### src/rtl/pixclk_pkg.sv
package pixclk_pkg;

    localparam int KHZ_DIVISOR  = 1000;
    localparam int WORD_W       = 16;
    localparam int MULT_LSB     = 8;
    localparam int DIV_LSB      = 0;

    typedef logic [63:0] wide_t;

    typedef enum logic [2:0] {
        ST_IDLE,
        ST_SCALE_GO,
        ST_SCALE_WAIT,
        ST_DIV_GO,
        ST_DIV_WAIT,
        ST_COMMIT
    } scan_state_e;

    function automatic wide_t abs_diff(input wide_t a, input wide_t b);
        return (a >= b) ? (a - b) : (b - a);
    endfunction

endpackage

### src/rtl/pixclk_div.sv
module pixclk_div #(
    parameter int N_W = 22,
    parameter int D_W = 10
) (
    input  logic           clk,
    input  logic           rst,
    input  logic           start_i,
    input  logic [N_W-1:0] num_i,
    input  logic [D_W-1:0] den_i,
    output logic           done_o,
    output logic [N_W-1:0] quo_o
);
    localparam int CNT_W = $clog2(N_W + 1);

    logic [D_W-1:0]   rem_q;
    logic [D_W-1:0]   den_q;
    logic [N_W-1:0]   quo_q;
    logic [CNT_W-1:0] cnt_q;
    logic             run_q;
    logic             done_q;

    logic [D_W:0] shifted;
    logic [D_W:0] trial;

    always_comb begin
        shifted = {rem_q, quo_q[N_W-1]};
        trial   = shifted - {1'b0, den_q};
    end

    always_ff @(posedge clk) begin
        if (rst) begin
            rem_q  <= '0;
            den_q  <= '0;
            quo_q  <= '0;
            cnt_q  <= '0;
            run_q  <= 1'b0;
            done_q <= 1'b0;
        end else begin
            done_q <= 1'b0;
            if (start_i) begin
                rem_q <= '0;
                den_q <= den_i;
                quo_q <= num_i;
                cnt_q <= CNT_W'(N_W);
                run_q <= 1'b1;
            end else if (run_q) begin
                if (!trial[D_W]) begin
                    rem_q <= trial[D_W-1:0];
                    quo_q <= {quo_q[N_W-2:0], 1'b1};
                end else begin
                    rem_q <= shifted[D_W-1:0];
                    quo_q <= {quo_q[N_W-2:0], 1'b0};
                end
                cnt_q <= cnt_q - 1'b1;
                if (cnt_q == CNT_W'(1)) begin
                    run_q  <= 1'b0;
                    done_q <= 1'b1;
                end
            end
        end
    end

    assign done_o = done_q;
    assign quo_o  = quo_q;


    rem_below_den_chk: assert property (@(posedge clk) disable iff (rst)
        done_q |-> (rem_q < den_q));

endmodule

### src/rtl/pixclk_scan_ctrl.sv
module pixclk_scan_ctrl
    import pixclk_pkg::*;
#(
    parameter int CODE_W = 6,
    parameter int REF_W  = 32,
    parameter int RATE_W = 32,
    parameter int N_W    = CODE_W + REF_W,
    parameter int D_W    = 10
) (
    input  logic              clk,
    input  logic              rst,
    input  logic              start_i,
    input  logic [REF_W-1:0]  fref_i,
    input  logic [RATE_W-1:0] rate_i,
    output logic              div_start_o,
    output logic [N_W-1:0]    div_num_o,
    output logic [D_W-1:0]    div_den_o,
    input  logic              div_done_i,
    input  logic [N_W-1:0]    div_quo_i,
    output logic              init_o,
    output logic              eval_o,
    output logic [CODE_W-1:0] cand_v_o,
    output logic [CODE_W-1:0] cand_r_o,
    output logic [RATE_W-1:0] tgt_o,
    output logic              commit_o,
    output logic              busy_o,
    output logic              done_o
);
    localparam logic [CODE_W-1:0] CODE_MAX = {CODE_W{1'b1}};
    localparam logic [CODE_W-1:0] CODE_ONE = CODE_W'(1);

    scan_state_e       state_q;
    logic [REF_W-1:0]  fref_q;
    logic [RATE_W-1:0] tgt_q;
    logic [CODE_W-1:0] v_q;
    logic [CODE_W-1:0] r_q;
    logic [N_W-1:0]    scaled_q;
    logic              done_q;

    always_comb begin
        div_start_o = (state_q == ST_SCALE_GO) || (state_q == ST_DIV_GO);
        if (state_q == ST_SCALE_GO) begin
            div_num_o = N_W'(v_q) * N_W'(fref_q);
            div_den_o = D_W'(KHZ_DIVISOR);
        end else begin
            div_num_o = scaled_q;
            div_den_o = D_W'(r_q);
        end
        init_o   = (state_q == ST_IDLE) && start_i;
        eval_o   = (state_q == ST_DIV_WAIT) && div_done_i;
        commit_o = (state_q == ST_COMMIT);
        busy_o   = (state_q != ST_IDLE);
    end

    always_ff @(posedge clk) begin
        if (rst) begin
            state_q  <= ST_IDLE;
            fref_q   <= '0;
            tgt_q    <= '0;
            v_q      <= '0;
            r_q      <= '0;
            scaled_q <= '0;
            done_q   <= 1'b0;
        end else begin
            done_q <= (state_q == ST_COMMIT);
            unique case (state_q)
                ST_IDLE: begin
                    if (start_i) begin
                        fref_q  <= fref_i;
                        tgt_q   <= rate_i;
                        v_q     <= CODE_MAX;
                        r_q     <= CODE_MAX;
                        state_q <= ST_SCALE_GO;
                    end
                end
                ST_SCALE_GO: state_q <= ST_SCALE_WAIT;
                ST_SCALE_WAIT: begin
                    if (div_done_i) begin
                        scaled_q <= div_quo_i;
                        state_q  <= ST_DIV_GO;
                    end
                end
                ST_DIV_GO: state_q <= ST_DIV_WAIT;
                ST_DIV_WAIT: begin
                    if (div_done_i) begin
                        if (r_q == CODE_ONE) begin
                            if (v_q == CODE_ONE) begin
                                state_q <= ST_COMMIT;
                            end else begin
                                v_q     <= v_q - 1'b1;
                                r_q     <= CODE_MAX;
                                state_q <= ST_SCALE_GO;
                            end
                        end else begin
                            r_q     <= r_q - 1'b1;
                            state_q <= ST_DIV_GO;
                        end
                    end
                end
                ST_COMMIT: state_q <= ST_IDLE;
                default:   state_q <= ST_IDLE;
            endcase
        end
    end

    assign cand_v_o = v_q;
    assign cand_r_o = r_q;
    assign tgt_o    = tgt_q;
    assign done_o   = done_q;


    cand_range_chk: assert property (@(posedge clk) disable iff (rst)
        (state_q != ST_IDLE) |-> ((v_q != '0) && (r_q != '0)));


    tgt_hold_chk: assert property (@(posedge clk) disable iff (rst)
        (state_q != ST_IDLE) |=> ($stable(tgt_q) && $stable(fref_q)));


    done_pulse_chk: assert property (@(posedge clk) disable iff (rst)
        done_q |=> !done_q);

endmodule

### src/rtl/pixclk_best_track.sv
module pixclk_best_track
    import pixclk_pkg::*;
#(
    parameter int CODE_W = 6,
    parameter int RATE_W = 32,
    parameter int N_W    = 38
) (
    input  logic              clk,
    input  logic              rst,
    input  logic              init_i,
    input  logic              eval_i,
    input  logic [N_W-1:0]    freq_i,
    input  logic [RATE_W-1:0] tgt_i,
    input  logic [CODE_W-1:0] cand_v_i,
    input  logic [CODE_W-1:0] cand_r_i,
    output logic [CODE_W-1:0] best_v_o,
    output logic [CODE_W-1:0] best_r_o
);
    localparam int EW = (N_W > RATE_W) ? N_W : RATE_W;

    logic [EW-1:0]     err_w;
    logic [EW-1:0]     best_err_q;
    logic [CODE_W-1:0] best_v_q;
    logic [CODE_W-1:0] best_r_q;
    logic              take_w;

    always_comb begin
        err_w  = EW'(abs_diff(64'(freq_i), 64'(tgt_i)));
        take_w = eval_i && (err_w <= best_err_q);
    end

    always_ff @(posedge clk) begin
        if (rst) begin
            best_err_q <= '1;
            best_v_q   <= '0;
            best_r_q   <= '0;
        end else if (init_i) begin
            best_err_q <= '1;
        end else if (take_w) begin
            best_err_q <= err_w;
            best_v_q   <= cand_v_i;
            best_r_q   <= cand_r_i;
        end
    end

    assign best_v_o = best_v_q;
    assign best_r_o = best_r_q;


    err_monotone_chk: assert property (@(posedge clk) disable iff (rst)
        !init_i |=> (best_err_q <= $past(best_err_q)));


    tie_accept_chk: assert property (@(posedge clk) disable iff (rst)
        (eval_i && !init_i && (err_w == best_err_q)) |=>
            (best_v_q == $past(cand_v_i) && best_r_q == $past(cand_r_i)));

endmodule

### src/rtl/pixclk_synth_search.sv
module pixclk_synth_search
    import pixclk_pkg::*;
#(
    parameter int CODE_W = 6,
    parameter int REF_W  = 32,
    parameter int RATE_W = 32
) (
    input  logic              clk,
    input  logic              rst,
    input  logic              start_i,
    input  logic [REF_W-1:0]  fref_i,
    input  logic [RATE_W-1:0] rate_i,
    output logic              busy_o,
    output logic              done_o,
    output logic [CODE_W-1:0] best_v_o,
    output logic [CODE_W-1:0] best_r_o,
    output logic [15:0]       word_o
);
    // CODE_W must stay at or below 8 so that both fields fit the word.
    localparam int N_W = CODE_W + REF_W;
    localparam int D_W = (CODE_W > 10) ? CODE_W : 10;
    localparam logic [CODE_W-1:0] CODE_ONE = CODE_W'(1);

    logic              div_start;
    logic [N_W-1:0]    div_num;
    logic [D_W-1:0]    div_den;
    logic              div_done;
    logic [N_W-1:0]    div_quo;
    logic              init_w;
    logic              eval_w;
    logic              commit_w;
    logic [CODE_W-1:0] cand_v;
    logic [CODE_W-1:0] cand_r;
    logic [RATE_W-1:0] tgt;
    logic [CODE_W-1:0] trk_v;
    logic [CODE_W-1:0] trk_r;

    logic [CODE_W-1:0] clamp_v;
    logic [CODE_W-1:0] clamp_r;
    logic [CODE_W-1:0] out_v_q;
    logic [CODE_W-1:0] out_r_q;
    logic [WORD_W-1:0] word_q;

    pixclk_scan_ctrl #(
        .CODE_W(CODE_W), .REF_W(REF_W), .RATE_W(RATE_W), .N_W(N_W), .D_W(D_W)
    ) u_ctrl (
        .clk(clk), .rst(rst), .start_i(start_i), .fref_i(fref_i), .rate_i(rate_i),
        .div_start_o(div_start), .div_num_o(div_num), .div_den_o(div_den),
        .div_done_i(div_done), .div_quo_i(div_quo),
        .init_o(init_w), .eval_o(eval_w), .cand_v_o(cand_v), .cand_r_o(cand_r),
        .tgt_o(tgt), .commit_o(commit_w), .busy_o(busy_o), .done_o(done_o)
    );

    pixclk_div #(.N_W(N_W), .D_W(D_W)) u_div (
        .clk(clk), .rst(rst), .start_i(div_start), .num_i(div_num),
        .den_i(div_den), .done_o(div_done), .quo_o(div_quo)
    );

    pixclk_best_track #(.CODE_W(CODE_W), .RATE_W(RATE_W), .N_W(N_W)) u_track (
        .clk(clk), .rst(rst), .init_i(init_w), .eval_i(eval_w),
        .freq_i(div_quo), .tgt_i(tgt), .cand_v_i(cand_v), .cand_r_i(cand_r),
        .best_v_o(trk_v), .best_r_o(trk_r)
    );

    always_comb begin
        clamp_v = (trk_v == '0) ? CODE_ONE : trk_v;
        clamp_r = (trk_r == '0) ? CODE_ONE : trk_r;
    end

    always_ff @(posedge clk) begin
        if (rst) begin
            out_v_q <= '0;
            out_r_q <= '0;
            word_q  <= '0;
        end else if (commit_w) begin
            out_v_q <= clamp_v;
            out_r_q <= clamp_r;
            word_q  <= (WORD_W'(clamp_v - CODE_ONE) << MULT_LSB)
                     | (WORD_W'(clamp_r - CODE_ONE) << DIV_LSB);
        end
    end

    assign best_v_o = out_v_q;
    assign best_r_o = out_r_q;
    assign word_o   = word_q;


    clamp_range_chk: assert property (@(posedge clk) disable iff (rst)
        done_o |-> ((out_v_q != '0) && (out_r_q != '0)));


    out_hold_chk: assert property (@(posedge clk) disable iff (rst)
        !commit_w |=> $stable(word_q) && $stable(out_v_q) && $stable(out_r_q));


    word_field_chk: assert property (@(posedge clk) disable iff (rst)
        done_o |-> (word_q[MULT_LSB +: CODE_W] == out_v_q - CODE_ONE));

endmodule

### config.mk
export PLATFORM = sky130hd
export DESIGN_NAME = pixclk_synth_search
export DESIGN_NICKNAME = d
export VERILOG_FILES = /design/src/rtl/pixclk_pkg.sv /design/src/rtl/pixclk_div.sv /design/src/rtl/pixclk_scan_ctrl.sv /design/src/rtl/pixclk_best_track.sv /design/src/rtl/pixclk_synth_search.sv
export SDC_FILE = /design/constraint.sdc
export NUM_CORES = 1
export LEC_CHECK = 0
export BUFFER_PORTS_ARGS = -buffer_cell sky130_fd_sc_hd__buf_2
export CAP_MARGIN = 5
export CORE_MARGIN = 2
export CORE_UTILIZATION = 50
export DETAILED_ROUTE_END_ITERATION = 8
export HOLD_SLACK_MARGIN = 0.05
export PLACE_DENSITY = 0.71
export SETUP_SLACK_MARGIN = 0.05
export SLEW_MARGIN = 20
export SYNTH_ARGS = -nofsm -noshare
export SYNTH_HDL_FRONTEND = slang
export SYNTH_SLANG_ARGS = --single-unit
### constraint.sdc
create_clock -name clk -period 12 [get_ports clk]
set_clock_uncertainty 0.1 [all_clocks]
set_input_delay 2.4 -clock clk [delete_from_list [all_inputs] [get_ports clk]]
set_output_delay 2.4 -clock clk [all_outputs]
set_load 0.01 [all_outputs]
==> impl_metrics.ini <==
[outcome]
status = completed

[detailed_routing]
num_vias = 18680
ant_nets = 0
wl_mm = 57.73
firstDrtPassIters = 5
drc = 0
wl_per_cell_um = 17.79
wirelength_met1_mm = 27.32
routed-wl-met2_mm = 26.36
wl_met3_mm = 2.733
drt_iter0_drc = 1257
highest_layer = met4
via_per_inst = 5.757

[clocking]
cts_buffers = 31
cts_resized = 0
ctsHoldBuffers = 0
cts_setup_buffers = 0
cts_root_buffer = clkbuf_16
cts_buffer_depth = 3
htree_levels = 1
clkSinkCount = 257
tritoncts = done
clk_latency_ns = 0.61
clk_pin_slew_ns = 0.06

[sta]
rsz0062_at_grt = no
worst_slew_pin_slew_ns = 1.004
slew_viol_final = 0
relSlewSlack_pct = 31.35
setup_violations = 0
maxClockFrequency_mhz = 141.7
finalSetupTns_ns = 0
final.period_utilization_pct = 58.82
hold_viol_final = 0
min_period_ns = 7.058

[synthesis]
async_flop_share_pct = 0
ys_ff_latch = 257
yosysWarnings = 0
synthCells = 2696
syn_area_mm2 = 0.02078
synth_nets = 3053
avgSynthCellArea_um2 = 7.710
synth_edf_count = 0
yosysUniqueCellTypes = 74
ys.flop_type = dfxtp_1
seq_area_frac_synth_pct = 24.75

[global_routing]
grt_pass1_vias = 18120
grt_pass1_wl_mm = 94.50
overflow = 0
gr-usage-all-layers_pct = 26.31
antenna_found_initial = 0
grt_max_degree = 93

[power]
clkPwrFrac_pct = 32.7
combinationalPowerShare_pct = 38.0
intPower_mw = 1.990
ir_worst_vdd_uv = 117.0
switchingPower_mw = 1.241
leakage_nw = 10.26
p_seq_share_pct = 29.3
power_density_mw_per_mm2 = 142.7
swShare_pct = 38.41

[floorplan]
rows = 74
start_util_pct = 50.79
core_mm2 = 0.04092
ios = 97
die_h_um = 207.9
die_area_mm2 = 0.04322
die_x_um = 207.9

[worst_setup_path]
path_cells = inv_1 -> ha_1 -> inv_1 -> fa_1 -> nand3_1 -> a211oi_1 -> nor2_1 -> o21ai_0 -> a221oi_4 -> buf_4 -> o2bb2ai_1 -> o32ai_1 -> xor2_1 -> ha_1 -> o21a_1 -> o21a_1 -> a2111oi_0 -> nor3b_1 -> a31oi_1 -> nand3_1 -> nor4_1 -> a311oi_1
cp_slowest_stage_delay_ns = 0.74
cp-start-kind = register
slowest_stage = nand3_1
timing.critical_path.max_delay_family = compound AO/OA/AOI/OAI gates
worstSetupPathDepth = 22
endpoint_kind = register
critPathKind = reg2reg
path_buf_inv = 3
critPathRequiredTime_ns = 12.36
crit_arrival_ns = 7.42
rr_worst_depth = 22
worstPathMaxFanout = 21

[placed_design]
gp_congestion = 0.9752
portBuffers = 96
dpl.hpwl_mm = 42.98
dpl_cell_area_mm2 = 0.02149
dp.cells = 3189

[final_layout]
final_cell_area_mm2 = 0.02263
nets = 3047
final_common_cell = nand2_1
layout_common_cells = nand2_1 (544), a21oi_1 (282), inv_1 (267), dfxtp_1 (255), nor2_1 (173)
drive_gt1_share_pct = 7.409
syn2layout_area_growth_pct = 8.891
diodes = 0
fin_cells = 3245
fill_cells = 3886

[worst_hold_path]
holdPathStages = 2
worstHoldPathType = reg2reg

[run]
max_cap_viol_count = 0
## power groups by stage
stage / sequential (mW) / clock [mW] / combinational, mW
4_1_cts: 0.945 / 1.07 / 1.21
3_5_place_dp: 0.964 / 0 / 1.20
6_report: 0.947 / 1.06 / 1.23
2_1_floorplan: 0.941 / 0 / 0.903
3_3_place_gp: 0.961 / 0 / 1.20
5_1_grt: 0.952 / 1.10 / 1.36
## per-stage QoR
step	utilization [%]	worst slack, ns	hold slack, ns	power (mW)
final	55.30	4.942	0.3539	3.230
after global routing	55.30	4.487	0.3766	3.409
after CTS	55.30	5.004	0.3519	3.230
after detailed placement	52.51	5.047	0.3436	2.167
after global placement	52.51	5.135	0.3396	2.157
after floorplan	-	6.827	0.3319	1.845
## registers in the layout (all words and copies together), names as in the netlist
signal,flops
u_div.den_q,7
u_ctrl.done_o,1
u_track.best_err_q,38
u_ctrl.state_q,3
u_ctrl.cand_r_o,6
u_ctrl.cand_v_o,6
best_r_o,6
u_ctrl.scaled_q,38
u_div.done_o,1
u_ctrl.tgt_o,32
u_ctrl.fref_q,32
word_o,14
u_div.cnt_q,6
u_div.quo_o,38
u_div.run_q,1
best_v_o,6
u_track.best_v_o,6
u_div.rem_q,10
u_track.best_r_o,6
## Yosys cell counts (5+ instances only)
cell type / number / area share [%]
a211o_1: 14 / 0.59
inv_1: 267 / 4.8
buf_2: 17 / 0.41
o21ai_0: 79 / 1.9
nor4_1: 14 / 0.42
o31ai_1: 6 / 0.22
buf_4: 6 / 0.22
a211oi_1: 65 / 2.3
clkbuf_1: 115 / 2.1
a311oi_1: 12 / 0.51
or3_1: 17 / 0.51
fa_1: 124 / 12
xnor2_1: 39 / 1.6
ha_1: 166 / 10
a21oi_1: 282 / 6.8
and2_1: 25 / 0.75
o211ai_1: 13 / 0.47
a221o_1: 5 / 0.24
nand3_1: 29 / 0.70
a21o_1: 46 / 1.7
nand2b_1: 15 / 0.45
xor2_1: 38 / 1.6
o211a_1: 8 / 0.39
o31a_1: 8 / 0.34
o22ai_1: 9 / 0.27
nor2_1: 173 / 3.1
nor2b_1: 13 / 0.39
and3_1: 6 / 0.18
a31oi_1: 30 / 0.90
nand2_1: 544 / 9.8
a2111oi_0: 9 / 0.38
o21bai_1: 17 / 0.61
and4_1: 5 / 0.21
buf_1: 16 / 0.29
nor3_1: 32 / 0.77
o21a_1: 18 / 0.65
nand4_1: 28 / 0.84
o221ai_1: 7 / 0.29
mux2i_1: 53 / 2.6
dfxtp_1: 257 / 25
## kinds of logic after synthesis
group | Yosys count | share of synthesized area, %
AOI/OAI and AO/OA | 669 | 20.43
xor gates and xnor gates | 77 | 3.245
adders and majority gates | 290 | 21.94
buffers and inverters | 425 | 7.964
DFF | 257 | 24.75
muxes | 53 | 2.552
and+or+nand+nor | 925 | 19.12
## worst register-to-register path: cells and delay by family, from the launching register on
kind            cells  cell delay (ns)
compound gates     10             2.82
simple gates        5             1.81
fa+ha+maj           3             0.89
buf+inv             3             0.54
xor+xnor            1             0.41
flops               1             0.34
## routing by layer
layer  GRT usage (%)  up-vias
met5               0        -
met4           6.456        0
met3           2.526       82
met2           43.05      472
met1           37.40     9040
li1                -     9087
## worst paths after layout
check | from | endpoint | slack, ns
setup reg to reg | u_div.quo_o[0]$_SDFFE_PP0P_ | u_track.best_err_q[27]$_SDFFE_PP1P_ | 4.94
setup / recovery | u_div.quo_o[0]$_SDFFE_PP0P_ | u_track.best_err_q[27]$_SDFFE_PP1P_ | 4.94
hold reg to reg | best_r_o[1]$_SDFFE_PP0P_ | best_r_o[1]$_SDFFE_PP0P_ | 0.35
hold / removal | best_r_o[1]$_SDFFE_PP0P_ | best_r_o[1]$_SDFFE_PP0P_ | 0.35
## layout make-up
type / count / area (um^2) / area share, %
timing repair buffer: 118 / 651.9 / 2.880
sequential: 257 / 5147 / 22.74
clock buffer: 38 / 852.1 / 3.765
inverter: 268 / 1006 / 4.445
multi-input combinational: 2014 / 14020 / 61.94
tap: 532 / 665.6 / 2.941
clock inverter: 18 / 290.3 / 1.283
Power figures use the tool's default switching activity.
